### src/rtl/cfg_lock_pkg.sv
package cfg_lock_pkg;

    parameter int KEY_W_DEFAULT   = 128;
    parameter int CHUNK_W_DEFAULT = 32;

    typedef enum logic [1:0] {
        LK_OPEN  = 2'b00,
        LK_KEYED = 2'b01,
        LK_PERM  = 2'b10
    } lock_state_e;

    typedef enum logic [2:0] {
        OP_LOCK   = 3'd0,
        OP_UNLOCK = 3'd1,
        OP_PERM   = 3'd2,
        OP_OTP    = 3'd3,
        OP_READ   = 3'd4,
        OP_ERASE  = 3'd5,
        OP_PROG   = 3'd6,
        OP_RSVD   = 3'd7
    } cmd_op_e;

    typedef struct packed {
        logic valid;
        logic grant;
    } access_rsp_t;

    // Unknown stored codes fall back to the most restrictive state.
    function automatic lock_state_e decode_nv_state(input logic [1:0] raw);
        case (raw)
            2'b00:   return LK_OPEN;
            2'b01:   return LK_KEYED;
            default: return LK_PERM;
        endcase
    endfunction

    function automatic logic is_access(input logic [2:0] op);
        return (op == OP_READ) || (op == OP_ERASE) || (op == OP_PROG);
    endfunction

    function automatic logic is_write(input logic [2:0] op);
        return (op == OP_ERASE) || (op == OP_PROG);
    endfunction

endpackage

### src/rtl/cfg_key_match.sv
module cfg_key_match #(
    parameter int KEY_W   = cfg_lock_pkg::KEY_W_DEFAULT,
    parameter int CHUNK_W = cfg_lock_pkg::CHUNK_W_DEFAULT
) (
    input  logic [KEY_W-1:0] key_a,
    input  logic [KEY_W-1:0] key_b,
    output logic             match
);
    // KEY_W is expected to be a whole multiple of CHUNK_W.
    localparam int N_CHUNK = KEY_W / CHUNK_W;

    logic [N_CHUNK-1:0] chunk_eq;

    for (genvar i = 0; i < N_CHUNK; i++) begin : g_chunk
        assign chunk_eq[i] = (key_a[i*CHUNK_W +: CHUNK_W] == key_b[i*CHUNK_W +: CHUNK_W]);
    end

    assign match = &chunk_eq;
endmodule

### src/rtl/cfg_lock_fsm.sv
module cfg_lock_fsm
    import cfg_lock_pkg::*;
#(
    parameter int KEY_W   = KEY_W_DEFAULT,
    parameter int CHUNK_W = CHUNK_W_DEFAULT
) (
    input  logic             clk,
    input  logic             rst,
    input  logic [1:0]       nv_state,
    input  logic [KEY_W-1:0] nv_key,
    input  logic             cmd_valid,
    input  logic [2:0]       cmd_op,
    input  logic [KEY_W-1:0] cmd_key,
    output lock_state_e      state,
    output logic             key_err
);
    logic [KEY_W-1:0] key_q;
    logic             key_ok;
    lock_state_e      state_nx;
    logic [KEY_W-1:0] key_nx;
    logic             err_nx;

    cfg_key_match #(.KEY_W(KEY_W), .CHUNK_W(CHUNK_W)) u_match (
        .key_a (key_q),
        .key_b (cmd_key),
        .match (key_ok)
    );

    always_comb begin
        state_nx = state;
        key_nx   = key_q;
        err_nx   = 1'b0;
        if (cmd_valid) begin
            case (cmd_op)
                OP_LOCK: begin
                    if (state == LK_OPEN) begin
                        state_nx = LK_KEYED;
                        key_nx   = cmd_key;
                    end
                end
                OP_UNLOCK: begin
                    if (state == LK_KEYED) begin
                        if (key_ok) state_nx = LK_OPEN;
                        else        err_nx   = 1'b1;
                    end else if (state == LK_PERM) begin
                        err_nx = 1'b1;
                    end
                end
                OP_PERM:  state_nx = LK_PERM;
                default:  ;
            endcase
        end
    end

    always_ff @(posedge clk) begin
        if (rst) begin
            state   <= decode_nv_state(nv_state);
            key_q   <= nv_key;
            key_err <= 1'b0;
        end else begin
            state   <= state_nx;
            key_q   <= key_nx;
            key_err <= err_nx;
        end
    end
endmodule

### src/rtl/cfg_otp_fuse.sv
module cfg_otp_fuse
    import cfg_lock_pkg::*;
(
    input  logic       clk,
    input  logic       rst,
    input  logic       nv_otp,
    input  logic       cmd_valid,
    input  logic [2:0] cmd_op,
    output logic       otp
);
    always_ff @(posedge clk) begin
        if (rst)                                  otp <= nv_otp;
        else if (cmd_valid && (cmd_op == OP_OTP)) otp <= 1'b1;
    end
endmodule

### src/rtl/cfg_access_gate.sv
module cfg_access_gate
    import cfg_lock_pkg::*;
(
    input  logic        clk,
    input  logic        rst,
    input  logic        cmd_valid,
    input  logic [2:0]  cmd_op,
    input  lock_state_e state,
    input  logic        otp,
    output access_rsp_t rsp
);
    access_rsp_t rsp_nx;

    always_comb begin
        rsp_nx.valid = cmd_valid && is_access(cmd_op);
        rsp_nx.grant = rsp_nx.valid && (state == LK_OPEN) && !(otp && is_write(cmd_op));
    end

    always_ff @(posedge clk) begin
        if (rst) rsp <= '0;
        else     rsp <= rsp_nx;
    end
endmodule

### src/rtl/cfg_lock_ctrl.sv
module cfg_lock_ctrl
    import cfg_lock_pkg::*;
#(
    parameter int KEY_W   = KEY_W_DEFAULT,
    parameter int CHUNK_W = CHUNK_W_DEFAULT
) (
    input  logic             clk,
    input  logic             rst,
    input  logic [1:0]       nv_state_i,
    input  logic             nv_otp_i,
    input  logic [KEY_W-1:0] nv_key_i,
    input  logic             cmd_valid_i,
    input  logic [2:0]       cmd_op_i,
    input  logic [KEY_W-1:0] cmd_key_i,
    output logic             rsp_valid_o,
    output logic             rsp_grant_o,
    output logic             rsp_deny_o,
    output logic             key_err_o,
    output logic [1:0]       lock_state_o,
    output logic             otp_o
);
    lock_state_e state;
    logic        otp;
    access_rsp_t rsp;

    cfg_lock_fsm #(.KEY_W(KEY_W), .CHUNK_W(CHUNK_W)) u_fsm (
        .clk       (clk),
        .rst       (rst),
        .nv_state  (nv_state_i),
        .nv_key    (nv_key_i),
        .cmd_valid (cmd_valid_i),
        .cmd_op    (cmd_op_i),
        .cmd_key   (cmd_key_i),
        .state     (state),
        .key_err   (key_err_o)
    );

    cfg_otp_fuse u_otp (
        .clk       (clk),
        .rst       (rst),
        .nv_otp    (nv_otp_i),
        .cmd_valid (cmd_valid_i),
        .cmd_op    (cmd_op_i),
        .otp       (otp)
    );

    cfg_access_gate u_gate (
        .clk       (clk),
        .rst       (rst),
        .cmd_valid (cmd_valid_i),
        .cmd_op    (cmd_op_i),
        .state     (state),
        .otp       (otp),
        .rsp       (rsp)
    );

    assign rsp_valid_o  = rsp.valid;
    assign rsp_grant_o  = rsp.grant;
    assign rsp_deny_o   = rsp.valid & ~rsp.grant;
    assign lock_state_o = state;
    assign otp_o        = otp;
endmodule

### config.mk
export PLATFORM = sky130hd
export DESIGN_NAME = cfg_lock_ctrl
export DESIGN_NICKNAME = d
export VERILOG_FILES = /design/src/rtl/cfg_lock_pkg.sv /design/src/rtl/cfg_key_match.sv /design/src/rtl/cfg_lock_fsm.sv /design/src/rtl/cfg_otp_fuse.sv /design/src/rtl/cfg_access_gate.sv /design/src/rtl/cfg_lock_ctrl.sv
export SDC_FILE = /design/constraint.sdc
export NUM_CORES = 1
export LEC_CHECK = 0
export BUFFER_PORTS_ARGS = -buffer_cell sky130_fd_sc_hd__buf_2
export CORE_ASPECT_RATIO = 0.7
export CORE_UTILIZATION = 54
export CTS_CLUSTER_SIZE = 24
export DETAILED_ROUTE_END_ITERATION = 6
export PLACE_DENSITY_LB_ADDON = 0.25
export SLEW_MARGIN = 20
export SYNTH_ARGS = -nofsm -noshare
export SYNTH_HDL_FRONTEND = slang
export SYNTH_HIERARCHICAL = 1
export SYNTH_SLANG_ARGS = --single-unit
### constraint.sdc
create_clock -name clk -period 6.5 [get_ports clk]
set_input_delay 1.3 -clock clk [delete_from_list [all_inputs] [get_ports clk]]
set_output_delay 1.3 -clock clk [all_outputs]
set_load 0.01 [all_outputs]
==> results of run 1 <==
cells by family (layout without fill, tap and decap cells):
| kind of cell | count (synthesis) | count (layout) | synth area share |
|---|---|---|---|
| muxes | 129 | 129 | 0.204 |
| DFF | 134 | 134 | 0.561 |
| and+or+nand+nor | 58 | 58 | 0.0516 |
| AOI/OAI and AO/OA | 9 | 9 | 0.00983 |
| other | 0 | 2 | 0 |
| xor gates and xnor gates | 129 | 129 | 0.159 |
| buffers and inverters | 19 | 310 | 0.0156 |
worst max-delay path, delay by kind of cell:
| family | cells | cell delay [ns] |
|---|---|---|
| mux | 1 | 0.42 |
| buf+inv | 2 | 1.44 |
path summary, 6_finish.rpt:
| path | end | start | depth (start not counted) | slack (ns) |
|---|---|---|---|---|
| setup / recovery | u_fsm/key_q[4]$_DFFE_PP_ | rst | 3 | 3.37 |
| hold / removal | u_gate/rsp[0]$_SDFF_PP0_ | u_otp/otp$_SDFFCE_PN1P_ | 2 | 0.67 |
| setup reg to reg | u_fsm/state[1]$_DFFE_PP_ | u_fsm/key_q[126]$_DFFE_PP_ | 7 | 4.23 |
| hold reg to reg | u_gate/rsp[0]$_SDFF_PP0_ | u_otp/otp$_SDFFCE_PN1P_ | 2 | 0.67 |
area by class of cell:
cell class,count,share of cell area
well taps,162,0.0220
inverters,4,0.00163
multi-input cells,325,0.329
flip-flops and latches,134,0.433
clock buffers,19,0.0470
clock inverters,13,0.0171
repair buffers,274,0.150
diodes,2,0.000543
flip-flops by register name, summed over array words and instances, names as in the netlist:
register,flops
u_fsm/key_err,1
u_fsm/key_q,128
u_fsm/state,2
u_otp/otp,1
u_gate/rsp,2
placed cells by master, fill, tap and decap left out, types with 2 or more instances in the layout:
master and n:
clkinv_2 3, xnor2_1 129, inv_1 4, nor4_1 7, buf_4 4, diode_2 2, nor3_1 2, nand2b_1 2
clkinvlp_4 3, clkbuf_16 17, a31oi_1 2, clkbuf_1 2, edfxtp_1 131, mux2_2 128, nand4_1 34, dfxtp_1 3
buf_2 270, nand2_1 3, nor2_1 5, clkinv_4 3, bufinv_16 3
power by group through the flow:
stage	combinational, mW	clock (mW)	sequential [mW]
after floorplan	0.186	0	1.07
after global placement	0.305	0	1.07
after detailed placement	0.314	0	1.07
after CTS	0.317	0.978	1.05
after global routing	0.344	1.02	1.06
final	0.315	0.958	1.05
through the flow:
step | util | hold WS [ns]
2_1_floorplan | - | 0.663
3_3_place_gp | 0.682 | 0.621
3_5_place_dp | 0.682 | 0.655
4_1_cts | 0.729 | 0.663
5_1_grt | 0.729 | 0.715
6_report | 0.729 | 0.669
per-layer routing:
layer / global-route usage / vias to the layer above
li1: - / 2385
met5: 0 / -
met2: 0.416 / 203
met3: 0.0652 / 33
met1: 0.297 / 2295
met4: 0.114 / 0
==> results.tsv, run 1 <==
metric	value	unit
status	finished clean	
cap_viol_max_count	0	
fmax	0.320	GHz
yosysMostFrequentCell	edfxtp_1	
die_y	98.1	um
syn_area_per_cell	14.9	sq um
grt_pass1_wl	25.7	mm
p_total	2.33	mW
worstPathMaxFanout	71	
postCtsResizedCells	0	
fin_ws	3.37	ns
min_period	3.13	ns
syn_nets	743	
place_inst	899	
fin_nets	1021	
instances_no_fill	933	
synth_top_area_share	0.552	
crit_path_top_delay_cell	buf_4	
antenna_found_initial	1	
endpoint_kind	flop	
synthFlopType	edfxtp_1	
first_pass_iters	5	
cp_cell_sequence	buf_4 -> buf_4 -> mux2_2	
finalSetupViolCount	0	
pin_count	272	
die-area	13700	sq um
start_kind	input port	
vias	4916	
synthCells	478	
sequentialPowerShare	0.453	
p_sw	516	uW
wl_met1	6.66	mm
setup_tns	0	ns
rsz0062_at_grt	no	
grt_max_degree	72	
required	6.66	ns
die_w	139	um
cts_tree	yes	
async_flop_share	0	
synthTopCellsByCount	131 x edfxtp_1, 129 x xnor2_1, 128 x mux2_2	
leakagePower	3.55	nW
drtIter0Drc	229	
final_area	9220	sq um
slew_headroom	0.407	
synth_cell_types	28	
tightest_slew	0.889	ns
ys_top_cells_by_area	edfxtp_1 55%, mux2_2 20%, xnor2_1 16%	
antenna_left	0	
pre_cts_slack	2.97	ns
drive_gt1_frac	0.568	
crit_type	in2reg	
overflow	0	
grt_usage	0.246	
hold_buffers	0	
cts_sinks	134	
irDropWorstVdd	0.219	mV
core	12600	sq um
regArea	3990	sq um
worstSkewPairLatency	0.41	ns
synth_area	7120	sq um
dpl.hpwl	12.0	mm
clockRootBuffer	clkbuf_16	
clk_pin_slew	0.06	ns
max_stage_delay	0.82	ns
hp-class	reg2reg	
io_buffers	271	
internal_power	1.81	mW
ys_seq_area_frac	0.561	
start_util	0.564	
combPwrFrac	0.135	
synth_area_leader_cell	edfxtp_1	
hold_viol	0	
wl_per_cell	17.3	um
p_clk_frac	0.412	
wirelength	16.1	mm
dr_wl_met2	7.87	mm
htree_levels	4	
period_share	0.481	
via_per_inst	5.27	
grt_pass1_vias	5292	
multi_input_area	3030	sq um
yosysWarningCount	6	
path_common_cell	buf_4	
drc	0	
cts_buffers	17	
slew_violations	0	
wl_met3	1.11	mm
cp.arrival	3.29	ns
num_rows	34	
synth_edf_count	131	
routed.top_layer	met4	
nFillCells	872	
clockBufferDepth	2	
post_dp_cell_area	8620	sq um
synthToLayoutAreaGrowth	29.4	%
p_per_area	252	nW/um^2
cts_post_setup_buffers_inserted	0	
swShare	0.222	
skew	0.0102	ns
globalplace.congestion	0.818	
synth-seq-cells	134	
Power figures use the tool's default switching activity.
==> run 2, diff against run 1 <==
Settings changed: ABC_AREA set to 1, CORE_UTILIZATION 54 to 47.
Clock period 6.5 ns to 2.7 ns, I/O delays scaled along.
==> run 2 against run 1 <==
  * Clock skew increased by 0.0025 ns
  * Global-route usage shrank 0.24 points
  * Core utilization is 11 points lower
  * Non-clock buffer count up 6
  * First-iteration DRC count increased by 110%
  * Die area increased by 30%
  * Worst setup slack worse by 3.0 ns
  * Critical path depth up 10
  * Synthesized cell count rose by 140%
  * Count of clock-buffer cells in the layout down 2
  * Worst hold slack lost 0.28 ns
==> results.tsv, run 2 <==
metric	value	unit	change
status	finished clean		
grt_max_degree	131		+82%
synth_area	8120	sq um	+14%
postCtsResizedCells	0		unchanged
cts_buffers	17		unchanged
drtIter0Drc	472		+110%
crit_type	reg2reg		
regArea	3990	sq um	unchanged
synth_top_area_share	0.484		-0.0679
crit_path_top_delay_cell	edfxtp_1		
syn_area_per_cell	6.99	sq um	-53%
synthCells	1162		+140%
p_sw	1.46	mW	+180%
leakagePower	5.77	nW	+63%
worstSkewPairLatency	0.42	ns	about the same
async_flop_share	0		unchanged
fmax	0.434	GHz	
swShare	0.254		+0.0323
htree_levels	4		unchanged
cap_viol_max_count	0		unchanged
pin_count	272		unchanged
hold_buffers	0		unchanged
vias	7649		+56%
synthTopCellsByCount	635 x nand2_1, 155 x nor2_1, 150 x inv_1		
period_share	0.854		
irDropWorstVdd	0.375	mV	+71%
grt_pass1_wl	34.1	mm	+33%
instances_no_fill	1672		+79%
drive_gt1_frac	0.216		-0.352
internal_power	4.28	mW	+140%
nFillCells	1498		+72%
via_per_inst	4.57		-13%
setup_tns	0	ns	unchanged
yosysWarningCount	6		unchanged
endpoint_kind	flop		
wl_per_cell	12.6	um	-27%
multi_input_area	3430	sq um	+13%
slew_headroom	0.513		+0.106
synth_area_leader_cell	edfxtp_1		
max_stage_delay	0.38	ns	-0.44 ns
largest_register_ffs	128		unchanged
die_w	159	um	+14%
final_common_cell	nand2_1		
reg.largest.list	u_fsm/key_q (128), u_fsm/state (2), u_gate/rsp (2)		
worst-path-buf-inv	0		-2
synth_cell_types	19		-32%
clockRootBuffer	clkbuf_16		
sequentialPowerShare	0.443		-0.010
synth_edf_count	131		unchanged
slew_violations	0		unchanged
combPwrFrac	0.152		+0.017
globalplace.congestion	0.862		+5.4%
cts_post_setup_buffers_inserted	0		unchanged
p_clk_frac	0.405		-0.007
tightest_slew	0.730	ns	-0.159 ns
cp_cell_sequence	nand2_1 -> nand2_1 -> nor2_1 -> nand2_1 -> nor2_1 -> nand2_1 -> nor2_1 -> nand2_1 -> nor2_1 -> nand3_1 -> nand3_1 -> o21ai_1 -> nor2_1		
cts_sinks	134		unchanged
syn_nets	1427		+92%
first_pass_iters	5		unchanged
rsz0062_at_grt	no		
wirelength	21.1	mm	+31%
finalSetupViolCount	0		unchanged
place_inst	1639		+82%
grt_pass1_vias	7318		+38%
path_delay_family	simple AND/OR/NAND/NOR gates		
cts_tree	yes		
fin_nets	1698		+66%
hp-class	in2reg		
num_rows	39		+15%
min_period	2.31	ns	
worstPathMaxFanout	2		-97%
drc	0		unchanged
cp.arrival	2.41	ns	-0.88 ns
clockBufferDepth	2		unchanged
yosysMostFrequentCell	nand2_1		
ys_seq_area_frac	0.492		-0.0690
die-area	17800	sq um	+30%
io_buffers	271		unchanged
core	16600	sq um	+31%
antenna_left	0		unchanged
skew	0.0127	ns	+0.00249 ns
overflow	0		unchanged
required	2.81	ns	-3.85 ns
largest_register	u_fsm/key_q		
antenna_found_initial	3		+2
die_y	112	um	+14%
start_kind	flop		
dpl.hpwl	15.3	mm	+28%
hold_viol	0		unchanged
synthFlopType	edfxtp_1		
p_per_area	555	nW/um^2	+120%
synth-seq-cells	134		unchanged
mostFrequentLayoutCells	635 x nand2_1, 270 x buf_2, 155 x nor2_1		
start_util	0.490		-0.0742
clk_pin_slew	0.06	ns	about the same
ys_top_cells_by_area	edfxtp_1 48%, nand2_1 29%, nor2_1 7.2%		
grt_usage	0.244		-0.00241
synthToLayoutAreaGrowth	27.3	%	
[run 2: cell count changes after synthesis, sizes merged, moves of 3 or more]
cell	delta
clkbuf	+4
o21ai	+4
nand4	-34
nand3	+3
xor2	+42
inv	+147
nor4	-8
or2	+3
mux2	-128
nand2	+632
nor2	+152
buf	+9
xnor2	-129
[run 2: stage by stage]
| stage | setup WS [ns] | hold WS (ns) | util | instance area [sq um] | power, mW |
|---|---|---|---|---|---|
| after floorplan | 0.482 | 0.565 | - | 8130 | 3.06 |
| after global placement | 0.163 | 0.546 | 0.588 | 9750 | 3.42 |
| after detailed placement | 0.144 | 0.544 | 0.588 | 9750 | 3.45 |
| after CTS | 0.378 | 0.372 | 0.623 | 10300 | 5.78 |
| after global routing | 0.175 | 0.371 | 0.623 | 10300 | 6.00 |
| final | 0.394 | 0.385 | 0.623 | 10300 | 5.74 |
[run 2: final cells by class]
cell class                      instances  share of cell area
Antenna cell                            1            0.000242
Clock buffer                           17              0.0411
Clock inverter                         15              0.0156
Inverter                              151              0.0550
Multi-Input combinational cell        849               0.332
Sequential cell                       134               0.386
Tap cell                              225              0.0272
Timing Repair Buffer                  280               0.143
[run 2: worst paths after layout]
kind / from / endpoint / slack [ns] / cells after the start
max: u_fsm/key_q[67]$_DFFE_PP_ / u_fsm/state[0]$_DFFE_PP_ / 0.39 / 13
min: nv_otp_i / u_otp/otp$_SDFFCE_PN1P_ / 0.39 / 2
max reg2reg: u_fsm/key_q[67]$_DFFE_PP_ / u_fsm/state[0]$_DFFE_PP_ / 0.39 / 13
min reg2reg: u_otp/otp$_SDFFCE_PN1P_ / u_gate/rsp[0]$_SDFF_PP0_ / 0.56 / 3
[run 2: metal layers]
layer / wire [um] / vias to the layer above / global-route usage
li1: - / 4023 / -
met1: 9580 / 3321 / 0.318
met2: 9790 / 278 / 0.411
met3: 1380 / 23 / 0.0548
met4: 298 / 4 / 0.0622
met5: 26 / - / 0
[run 2: power groups by stage]
stage / Clock (mW) / Combinational (mW) / Sequential (mW)
floorplan: 0 / 0.479 / 2.58
global placement: 0 / 0.841 / 2.58
detailed placement: 0 / 0.865 / 2.59
CTS: 2.36 / 0.872 / 2.54
global route: 2.44 / 0.995 / 2.56
finish: 2.32 / 0.870 / 2.54
[run 2: kinds of logic after synthesis]
kind of cell,synth area share
flops,0.492
buf+inv,0.0864
compound gates,0.00370
xor+xnor,0.0453
simple gates,0.373
[run 2: worst reg2reg max path, stage by stage (launching register included)]
cell and delay (ns):
edfxtp_1 0.38, nand2_1 0.08, nand2_1 0.05, nor2_1 0.10, nand2_1 0.08, nor2_1 0.17, nand2_1 0.10, nor2_1 0.24
nand2_1 0.10, nor2_1 0.28, nand3_1 0.12, nand3_1 0.09, o21ai_1 0.06, nor2_1 0.15
